## config.mk

```make
export PLATFORM = sky130hd
export DESIGN_NAME = muxbus_ctrl
export DESIGN_NICKNAME = d
export VERILOG_FILES = /design/src/rtl/muxbus_ctrl.sv
export SDC_FILE = /design/constraint.sdc
export NUM_CORES = 1
export LEC_CHECK = 0
export ABC_AREA = 1
export BUFFER_PORTS_ARGS = -buffer_cell sky130_fd_sc_hd__clkbuf_2
export CORE_MARGIN = 8
export CORE_UTILIZATION = 50
export DETAILED_ROUTE_END_ITERATION = 10
export PLACE_DENSITY = 0.84
export SYNTH_ARGS = -nofsm -noshare
export SYNTH_HDL_FRONTEND = slang
export SYNTH_SLANG_ARGS = --single-unit
```

## constraint.sdc

```tcl
create_clock -name clk -period 1.9 [get_ports clk]
set_input_delay 0.19 -clock clk [delete_from_list [all_inputs] [get_ports clk]]
set_output_delay 0.19 -clock clk [all_outputs]
set_load 0.05 [all_outputs]
```

## src/rtl/muxbus_ctrl.sv

```systemverilog
`timescale 1ns/1ps
module muxbus_ctrl #(
  parameter int ADDR_W      = 26,
  parameter int DATA_CYCLES = 2
) (
  input  logic              clk,
  input  logic              rst_n,
  input  logic              cfg_wide,
  input  logic              req_rd,
  input  logic              req_wr,
  input  logic              req_half,
  input  logic [ADDR_W-1:0] req_addr,
  input  logic [15:0]       req_wdata,
  output logic              busy,
  output logic              done,
  output logic [15:0]       rdata,
  output logic [15:0]       ad_out,
  output logic              ad_oe,
  input  logic [15:0]       ad_in,
  output logic              ale,
  output logic [ADDR_W-19:0] a_hi,
  output logic              rd_n,
  output logic              wrh_n,
  output logic              wrl_n,
  output logic [3:0]        cs_n
);
  localparam int EXT_W = ADDR_W - 2;
  localparam int CW    = (DATA_CYCLES < 2) ? 1 : $clog2(DATA_CYCLES);
  localparam logic [CW-1:0] LAST = CW'(DATA_CYCLES - 1);

  typedef enum logic [1:0] {S_IDLE, S_ADDR, S_DATA, S_TURN} state_t;

  state_t            st;
  logic [CW-1:0]     cnt;
  logic [ADDR_W-1:0] r_addr;
  logic [15:0]       r_wdata;
  logic              r_half, r_rd, r_wide;
  logic [15:0]       rdata_q;

  wire accept   = (st == S_IDLE) && (req_rd || req_wr);
  wire in_data  = (st == S_DATA);
  wire last_dat = in_data && (cnt == LAST);
  wire active   = (st == S_ADDR) || in_data;

  wire [EXT_W-1:0] ext_addr = r_wide ? r_addr[EXT_W:1] : r_addr[EXT_W-1:0];
  wire [1:0]       cs_sel   = r_addr[ADDR_W-1:ADDR_W-2];

  wire lane_lo = !r_wide || r_half || !r_addr[0];
  wire lane_hi =  r_wide && (r_half || r_addr[0]);

  wire [15:0] wr_lanes = !r_wide ? {8'h00, r_wdata[7:0]} :
                         r_half  ? r_wdata : {r_wdata[7:0], r_wdata[7:0]};

  wire [15:0] rd_steer = !r_wide ? {8'h00, ad_in[7:0]} :
                         r_half  ? ad_in :
                         r_addr[0] ? {8'h00, ad_in[15:8]} : {8'h00, ad_in[7:0]};

  always_ff @(posedge clk or negedge rst_n) begin
    if (!rst_n) begin
      st      <= S_IDLE;
      cnt     <= '0;
      r_addr  <= '0;
      r_wdata <= '0;
      r_half  <= 1'b0;
      r_rd    <= 1'b0;
      r_wide  <= 1'b0;
      rdata_q <= '0;
    end else begin
      case (st)
        S_IDLE: if (accept) begin
          st      <= S_ADDR;
          r_addr  <= req_addr;
          r_wdata <= req_wdata;
          r_half  <= req_half;
          r_rd    <= req_rd;
          r_wide  <= cfg_wide;
        end
        S_ADDR: begin
          st  <= S_DATA;
          cnt <= '0;
        end
        S_DATA: begin
          if (last_dat) begin
            st <= S_TURN;
            if (r_rd) rdata_q <= rd_steer;
          end else begin
            cnt <= cnt + 1'b1;
          end
        end
        default: st <= S_IDLE;
      endcase
    end
  end

  assign busy   = (st != S_IDLE);
  assign done   = (st == S_TURN);
  assign rdata  = rdata_q;
  assign ale    = (st == S_ADDR);
  assign ad_oe  = ale || (in_data && !r_rd);
  assign ad_out = ale ? ext_addr[15:0] : wr_lanes;
  assign a_hi   = ext_addr[EXT_W-1:16];
  assign rd_n   = !(in_data && r_rd);
  assign wrl_n  = !(in_data && !r_rd && lane_lo);
  assign wrh_n  = !(in_data && !r_rd && lane_hi);
  assign cs_n   = active ? ~(4'b0001 << cs_sel) : 4'b1111;

  p_ale_single_r2: assert property (@(posedge clk) disable iff (!rst_n)
    ale |=> !ale);
  p_ale_then_strobe_r2: assert property (@(posedge clk) disable iff (!rst_n)
    ale |=> (!rd_n || !wrl_n || !wrh_n));
  p_cs_single_r4: assert property (@(posedge clk) disable iff (!rst_n)
    (!rd_n || !wrl_n || !wrh_n) |-> $onehot(~cs_n));
  p_cs_idle_r4: assert property (@(posedge clk) disable iff (!rst_n)
    !busy |-> (cs_n == 4'b1111));
  p_narrow_no_wrh_r6: assert property (@(posedge clk) disable iff (!rst_n)
    !wrh_n |-> r_wide);
  p_read_release_r7: assert property (@(posedge clk) disable iff (!rst_n)
    !rd_n |-> (!ad_oe && wrl_n && wrh_n));
  p_done_pulse_r2: assert property (@(posedge clk) disable iff (!rst_n)
    done |=> (!done && !busy));
  p_busy_hold_r9: assert property (@(posedge clk) disable iff (!rst_n)
    (busy && !done) |=> busy);
endmodule

```

==> results.py, run 1 <==
metrics = {
    "outcome": {
        "outcome": "complete, no violations",
    },
    "critical_path": {
        "crit_family": "buffers and inverters",
        "crit_start": "st[1]$_DFFE_PN0P_",
        "critical_path_class": "flip-flop to output port",
        "start_kind": "flip-flop",
        "cpPeakStageDelay_ps": 440,
        "reg2reg_from": "st[0]$_DFFE_PN0P_",
        "crit_arrival_ps": 1700,
        "cp_cell_sequence": "inv_4 -> ha_4 -> clkbuf_16 -> o21ai_0 -> o22ai_1 -> clkbuf_8",
        "worstPathBufferInverterCount": 3,
        "critPathSlowestCell": "dfrtp_2",
        "required_ps": 1710,
        "cp-end-kind": "output port",
        "cp_max_fo": 4,
    },
    "die": {
        "pin_count": 115,
        "core_um2": 6350,
        "start_util": 0.5192,
        "fp-row-count": 29,
        "die_h_um": 97.20,
        "die_area_um2": 9448,
        "dieWidth_um": 97.20,
    },
    "sta": {
        "worstMarginPinSlew_ps": 733.6,
        "grt_setup_unrepaired": "yes",
        "relSlewSlack": 0.5091,
        "drv_slew": 0,
        "min_period_ps": 1890,
        "setup_violations": 0,
        "final-hold-violation-count": 0,
        "hold_ws_ps": 67.81,
        "fin_crit_sh": 0.9945,
        "fin_skew_ps": 6.050,
        "fmax_ghz": 0.5292,
    },
    "flow_run": {
        "max_cap_viol_count": 0,
    },
    "clock_network": {
        "path_clk_slew_ps": 70,
        "insertion_delay_ps": 340,
        "clock_sinks": 64,
        "cts_buffers": 9,
        "htreeDepth": 3,
        "clk_path_buf_depth": 2,
        "clockRootBuffer": "clkbuf_8",
        "cts_tree": "yes",
    },
    "grt": {
        "grt_max_degree": 51,
        "grt_pass1_wl_mm": 15.35,
        "grt_pass1_vias": 3249,
        "grt_usage": 0.1945,
        "antenna_found_initial": 0,
        "grt_overflow_total": 0,
    },
    "worst_hold_path": {
        "hold_path.class": "input pin to flip-flop",
        "min_from": "req_addr[3]",
    },
    "final_layout": {
        "antenna-diode-count": 0,
        "multi_input_area_um2": 1400,
        "nFillCells": 488,
        "finalNetCount": 621,
        "seq_area_um2": 1604,
        "fin_util": 0.7159,
        "design_area_um2": 4546,
        "area_delta_synth_final_pct": 37.87,
        "drive_above_1_share": 0.2960,
    },
    "synthesis": {
        "synth_area_um2": 3297,
        "synth_seq_cells": 64,
        "synth_area_leaders": "dfrtp_1, nand2_1, inv_1, o21ai_0, a21oi_1",
        "syn_inst": 429,
        "synth_top_area_frac": 0.4858,
        "synth_edf_count": 0,
        "synth_area_leader_cell": "dfrtp_1",
        "avgSynthCellArea_um2": 7.685,
        "synthArstFlopShare": 1.000,
        "yosysWarnings": 0,
        "ys_seq_area_frac": 0.4858,
        "synth_nets": 501,
        "synth_ff_type": "dfrtp_1",
        "ys_types": 24,
    },
    "routing": {
        "antenna_left": 0,
        "vias": 3249,
        "drt_pass1_iterations": 6,
        "routed_wl_mm": 9.702,
        "drc": 0,
        "drt-initial-drc-count": 146,
        "avgRoutedWirePerCell_um": 15.38,
        "viasPerCell": 5.149,
    },
    "placement": {
        "place_congestion": 0.8286,
        "io_buffers": 114,
        "place_hpwl_mm": 6.769,
        "dpl_cell_area_um2": 4061,
    },
}
-- logic make-up after synthesis --
logic type,count (synthesis),share of synthesized area
buffers and inverters,87,0.1112
DFF,64,0.4858
adders and majority gates,8,0.03036
and+or+nand+nor,177,0.2182
AOI/OAI and AO/OA,93,0.1545
-- sequential cells by signal, indices dropped and copies added, names as in the netlist --
register	flops
r_rd	1
st	2
rdata	16
r_half	1
r_wide	1
r_wdata	16
cnt	1
r_addr	26
-- cell type report --
type,count,share of cell area
clock buffers,14,0.03799
clock inverters,2,0.01321
inverters,69,0.05945
multi-input cells,278,0.3080
flip-flops and latches,64,0.3529
well taps,77,0.02119
repair buffers,127,0.2073
-- stage by stage --
step,setup TNS [ps],setup WS [ps],std cells
after floorplan,-1189,-105.9,429
after global placement,0,261.4,608
after detailed placement,0,148.5,608
after CTS,0,1.232,626
after global routing,-337.2,-64.43,631
final,0,10.50,631
-- cells in the final DEF, fill, tap and decap left out, drive strengths merged --
| cell | n |
|---|---|
| clkbuf | 116 |
| nor2 | 33 |
| clkinv | 1 |
| o21bai | 1 |
| buf | 24 |
| o21ai | 49 |
| dfrtp | 64 |
| a21oi | 27 |
| o211ai | 8 |
| ha | 8 |
| bufinv | 2 |
| o22ai | 8 |
| inv | 68 |
| nand3 | 22 |
| dlygate4sd3 | 1 |
| or2 | 1 |
| nand2 | 121 |
-- tightest hold or removal path: cells and delay by family --
kind / cells / cell delay (ps)
AOI/OAI and AO/OA: 1 / 70
buffers and inverters: 2 / 110
-- synth_stat cells, drive strengths merged (4+ instances only) --
| master | instances |
|---|---|
| clkbuf | 4 |
| inv | 69 |
| o21ai | 49 |
| nand3 | 22 |
| nor2 | 33 |
| nand2 | 121 |
| dfrtp | 64 |
| o211ai | 8 |
| o22ai | 8 |
| ha | 8 |
| a21oi | 27 |
| buf | 14 |
-- layer usage --
layer / track usage / routed length [um] / vias to the layer above
li1: - / - / 1586
met3: 0.05974 / 829 / 14
met2: 0.3094 / 4509 / 159
met1: 0.2395 / 4210 / 1490
met4: 0.07811 / 152 / 0
met5: 0 / 0 / -
-- final timing paths --
kind,end,slack [ps],cells past startpoint
min in group asynchronous,rdata[7]$_DFFE_PN0P_,360,2
min,r_addr[3]$_DFFE_PN0P_,70,3
max in group asynchronous,st[1]$_DFFE_PN0P_,930,3
min reg2reg,rdata[10]$_DFFE_PN0P_,480,2
max,ad_out[7],10,6
max reg2reg,r_addr[24]$_DFFE_PN0P_,220,6
-- repair_timing --
item / 4_1_cts / 5_1_grt
gates cloned: 0 / 2
hold buffers: 1 / 0
setup buffers: 1 / 3
pin swaps: 0 / 11
resized for setup: 25 / 33
setup endpoints to repair: 23 / 22
endpoints found under the hold margin: 21 / 0
Power of run 1 is not shown: default switching activity piles up to over one toggle a cycle in this logic, so the estimate is an artifact.
==> inputs of run 2 (changes only) <==
ABC_AREA = not set   (was 1)
CTS_CLUSTER_DIAMETER = 30   (was not set)
SKIP_CTS_REPAIR_TIMING = 1   (was not set)
==> results.py, run 2 <==
metrics = {
    "outcome": {
        "outcome": "complete, no violations",
    },
    "routing": {
        "drc": 0,
        "antenna_left": 0,
        "viasPerCell": 5.370,
        "vias": 2610,
        "routed_wl_mm": 8.850,
        "avgRoutedWirePerCell_um": 18.21,
        "drt_pass1_iterations": 4,
        "drt-initial-drc-count": 98,
    },
    "synthesis": {
        "synth_seq_cells": 64,
        "yosysMostFrequentCell": "dfrtp_1",
        "synth_area_leader_cell": "dfrtp_1",
        "yosysWarnings": 0,
        "syn_inst": 277,
        "synth_nets": 349,
        "synth_area_leaders": "dfrtp_1, mux2_2, mux2i_1, a21oi_1, nand2_1",
        "synthTopCellsByCount": "dfrtp_1, mux2_2, nand2_1",
        "ys_seq_area_frac": 0.5008,
        "synth_top_area_frac": 0.5008,
        "ys_types": 34,
        "synth_ff_type": "dfrtp_1",
        "synthArstFlopShare": 1.000,
        "synth_edf_count": 0,
        "synth_area_um2": 3198,
        "avgSynthCellArea_um2": 11.55,
    },
    "critical_path": {
        "critical_path_class": "flip-flop to output port",
        "worstPathBufferInverterCount": 2,
        "critPathSlowestCell": "dfrtp_1",
        "crit_start": "st[0]$_DFFE_PN0P_",
        "cp_cell_sequence": "inv_2 -> ha_4 -> or3b_4 -> buf_8",
        "r2r_setup_slack_ps": 190,
        "crit_arrival_ps": 1690,
        "crit_family": "flip-flops",
        "reg2regPathDepth": 5,
        "reg2reg_from": "st[0]$_DFFE_PN0P_",
        "cp_max_fo": 5,
        "r2r-end": "r_wdata[12]$_DFFE_PN0P_",
        "required_ps": 1710,
        "path_depth": 4,
        "start_kind": "flip-flop",
        "cpPeakStageDelay_ps": 430,
        "endpoint": "cs_n[0]",
        "cp-end-kind": "output port",
    },
    "clock_network": {
        "htreeDepth": 3,
        "clockRootBuffer": "clkbuf_8",
        "clock_sinks": 64,
        "cts_buffers": 9,
        "clk_path_buf_depth": 2,
        "cts_tree": "yes",
        "path_clk_slew_ps": 70,
        "insertion_delay_ps": 330,
    },
    "sta": {
        "fin_crit_sh": 0.9914,
        "fmax_ghz": 0.5309,
        "relSlewSlack": 0.5360,
        "worstMarginPinSlew_ps": 696.0,
        "setup-tns-final_ps": 0,
        "drv_slew": 0,
        "final-hold-violation-count": 0,
        "setup_violations": 0,
        "min_period_ps": 1884,
        "worst_slack_ps": 16.36,
        "fin_skew_ps": 7.346,
        "grt_setup_unrepaired": "yes",
    },
    "final_layout": {
        "antenna-diode-count": 0,
        "layout_commonest_cell": "clkbuf_2",
        "top_register": "r_addr",
        "multi_input_area_um2": 1618,
        "drive_above_1_share": 0.5575,
        "finalNetCount": 477,
        "mostFrequentLayoutCells": "clkbuf_2, dfrtp_1, mux2_2, nand2_1, buf_12",
        "fin_util": 0.7275,
        "seq_area_um2": 1603,
        "nFillCells": 462,
        "area_delta_synth_final_pct": 42.80,
        "instances_no_fill": 486,
        "largest_reg_flops": 26,
    },
    "die": {
        "core_um2": 6277,
        "start_util": 0.5095,
        "die_area_um2": 9211,
        "pin_count": 115,
        "die_h_um": 95.98,
        "fp-row-count": 29,
        "dieWidth_um": 95.98,
    },
    "placement": {
        "dp.cells": 464,
        "post-place-ws_ps": 106.9,
        "place_hpwl_mm": 6.555,
        "place_congestion": 0.7966,
        "io_buffers": 114,
    },
    "grt": {
        "grt_busiest_layer": "met2",
        "grt_use_met1": 0.2093,
        "grt_usage": 0.1874,
        "use_met3": 0.04134,
        "grt.met2_usage": 0.3400,
        "grt_overflow_total": 0,
        "grt_max_degree": 37,
        "grt_pass1_wl_mm": 13.34,
        "grt_pass1_vias": 2758,
        "antenna_found_initial": 0,
    },
    "worst_hold_path": {
        "hold_path.class": "input pin to flip-flop",
    },
    "flow_run": {
        "max_cap_viol_count": 0,
    },
}
## run 2: cell count changes in the layout (fill, tap and decap cells not counted), sizes merged, moves of 7 or more
cell / before / now
buf: 24 / 38
clkbuf: 116 / 104
inv: 68 / 5
mux2: 0 / 53
mux2i: 0 / 19
nand2: 121 / 30
nand3: 22 / 9
nor2: 33 / 18
o211ai: 8 / 1
o21ai: 49 / 4
## run 2: layout make-up
type / count / share of cell area
Clock buffer: 11 / 0.03096
Tap cell: 77 / 0.02110
Clock inverter: 4 / 0.009863
Sequential cell: 64 / 0.3510
Inverter: 5 / 0.005205
Multi-Input combinational cell: 193 / 0.3542
Timing Repair Buffer: 132 / 0.2277
## run 2: kinds of logic (layout without fill, tap and decap cells)
group	Yosys count	count (layout)	synth area share
mux	72	72	0.2461
xor+xnor	1	1	0.002739
buf+inv	20	152	0.03873
flops	64	64	0.5008
simple gates	69	69	0.09742
fa+ha+maj	8	8	0.03130
compound gates	43	43	0.08295
## run 2: per-stage QoR
step | hold WS [ps] | instance area [um2]
2_1_floorplan | -105.6 | 3252
3_3_place_gp | 267.2 | 4202
3_5_place_dp | 276.9 | 4202
4_1_cts | -85.15 | 4388
5_1_grt | 66.91 | 4567
6_report | 66.58 | 4567
## run 2: tightest hold or removal path: cells and delay by family
family | cells | cell delay [ps]
compound gates | 1 | 50
buf+inv | 1 | 80
simple gates | 1 | 40
## run 2: worst min-delay path by stage
stage / startpoint / end / slack (ps) / depth (start not counted)
5_1_grt: ad_in[7] / rdata[7]$_DFFE_PN0P_ / 70 / 3
6_report: ad_in[7] / rdata[7]$_DFFE_PN0P_ / 70 / 3
2_1_floorplan: rst_n / cnt$_DFFE_PN0P_ / -110 / 0
3_5_place_dp: rst_n / rdata[2]$_DFFE_PN0P_ / 280 / 1
4_1_cts: rst_n / rdata[2]$_DFFE_PN0P_ / -90 / 1
3_3_place_gp: rst_n / rdata[3]$_DFFE_PN0P_ / 270 / 1
## run 2: routing by layer
metal,vias up,wire length [um]
li1,1234,-
met1,1279,3445
met2,87,4765
met3,10,538
met4,0,100
met5,-,0
Power of run 2 is left out for the same reason.
==> inputs of run 3 (changes only) <==
CELL_PAD_IN_SITES_DETAIL_PLACEMENT = 0   (was not set)
CELL_PAD_IN_SITES_GLOBAL_PLACEMENT = 1   (was not set)
CORE_UTILIZATION = 38   (was 50)
==> results.py, run 3 (synthesis gave the netlist of run 2 again) <==
metrics = {
    "outcome": {
        "outcome": "complete, no violations",
    },
    "sta": {
        "fin_crit_sh": 0.9844,
        "setup_violations": 0,
        "drv_slew": 0,
        "final-hold-violation-count": 0,
        "worst_slack_ps": 29.64,
        "hold_ws_ps": 71.07,
        "worstMarginPinSlew_ps": 420.7,
        "relSlewSlack": 0.7195,
        "grt_setup_unrepaired": "yes",
        "fin_skew_ps": 6.880,
        "min_period_ps": 1870,
        "fmax_ghz": 0.5347,
    },
    "routing": {
        "drt-initial-drc-count": 51,
        "drc": 0,
        "routed_wl_mm": 8.844,
        "avgRoutedWirePerCell_um": 17.24,
        "antenna_left": 0,
        "drt_pass1_iterations": 4,
        "vias": 2570,
        "viasPerCell": 5.010,
    },
    "grt": {
        "grt_usage": 0.1489,
        "grt_pass1_vias": 2719,
        "grt_overflow_total": 0,
        "antenna_found_initial": 0,
        "grt_max_degree": 46,
        "grt_pass1_wl_mm": 13.79,
    },
    "clock_network": {
        "cts_buffers": 9,
        "insertion_delay_ps": 330,
        "path_clk_slew_ps": 70,
        "htreeDepth": 3,
        "clk_path_buf_depth": 2,
        "cts_tree": "yes",
        "clock_sinks": 64,
        "clockRootBuffer": "clkbuf_8",
    },
    "final_layout": {
        "largest_reg_flops": 26,
        "finalNetCount": 475,
        "top_register": "r_addr",
        "nFillCells": 724,
        "multi_input_area_um2": 1664,
        "layout_commonest_cell": "clkbuf_2",
        "seq_area_um2": 1604,
        "area_delta_synth_final_pct": 43.78,
        "drive_above_1_share": 0.5662,
        "mostFrequentLayoutCells": "clkbuf_2, dfrtp_1, mux2_2, nand2_1, buf_12",
        "antenna-diode-count": 0,
    },
    "die": {
        "dieWidth_um": 107.7,
        "start_util": 0.3912,
        "pin_count": 115,
        "fp-row-count": 33,
        "die_area_um2": 11610,
        "die_h_um": 107.7,
        "core_um2": 8175,
    },
    "placement": {
        "io_buffers": 114,
        "place_hpwl_mm": 6.512,
        "post-place-ws_ps": 105.8,
        "place_congestion": 0.7603,
    },
    "worst_hold_path": {
        "hold_path.class": "input pin to flip-flop",
    },
    "critical_path": {
        "required_ps": 1710,
        "cpPeakStageDelay_ps": 450,
        "critPathSlowestCell": "dfrtp_2",
        "crit_arrival_ps": 1680,
        "cp_max_fo": 5,
        "cp-end-kind": "output port",
        "critical_path_class": "flip-flop to output port",
        "start_kind": "flip-flop",
        "cp_cell_sequence": "inv_4 -> ha_4 -> or3b_4 -> buf_8",
    },
    "flow_run": {
        "max_cap_viol_count": 0,
    },
}
run 3: cell count changes in the layout (fill, tap and decap cells not counted), sizes merged:
cell | before | now
clkbuf | 104 | 105
buf | 38 | 36
bufinv | 1 | 0
clkinv | 3 | 4
run 3: worst max-delay path: cells and delay by family (launching register included):
family / cells / cell delay [ps]
simple gates: 1 / 380
buf+inv: 2 / 230
fa+ha+maj: 1 / 280
flops: 1 / 450
run 3: path summary, 6_finish.rpt:
kind	startpoint	endpoint	slack [ps]	depth (start not counted)
worst max-delay path	st[0]$_DFFE_PN0P_	cs_n[0]	30	4
worst min-delay path	req_wdata[7]	r_wdata[7]$_DFFE_PN0P_	70	2
worst max register to register	st[0]$_DFFE_PN0P_	r_addr[24]$_DFFE_PN0P_	230	5
worst min register to register	rdata[9]$_DFFE_PN0P_	rdata[9]$_DFFE_PN0P_	470	2
max in group asynchronous	rst_n	r_wdata[1]$_DFFE_PN0P_	880	3
min in group asynchronous	rst_n	rdata[2]$_DFFE_PN0P_	340	2
run 3: metrics by stage:
stage | instance area (um2) | utilization | cells | TNS, ps
after floorplan | 3252 | - | 277 | -915.3
after global placement | 4227 | 0.5170 | 494 | 0
after detailed placement | 4227 | 0.5170 | 494 | 0
after CTS | 4392 | 0.5372 | 510 | -2293
after global routing | 4598 | 0.5624 | 513 | -58.74
final | 4598 | 0.5624 | 513 | 0
run 3: final cells by class:
class | instances | share of cell area
multi-input combinational | 193 | 0.3619
sequential | 64 | 0.3488
clock buffer | 12 | 0.03156
inverter | 5 | 0.006259
clock inverter | 4 | 0.004354
timing repair buffer | 130 | 0.2185
tap | 105 | 0.02857
run 3: per-layer routing:
metal	share of wire	global-route usage	routed length (um)
met1	0.43	0.1831	3823
met2	0.49	0.2412	4291
met3	0.071	0.04491	628
met4	0.011	0.05253	100
met5	0	0	0
Power of run 3 is left out for the same reason.
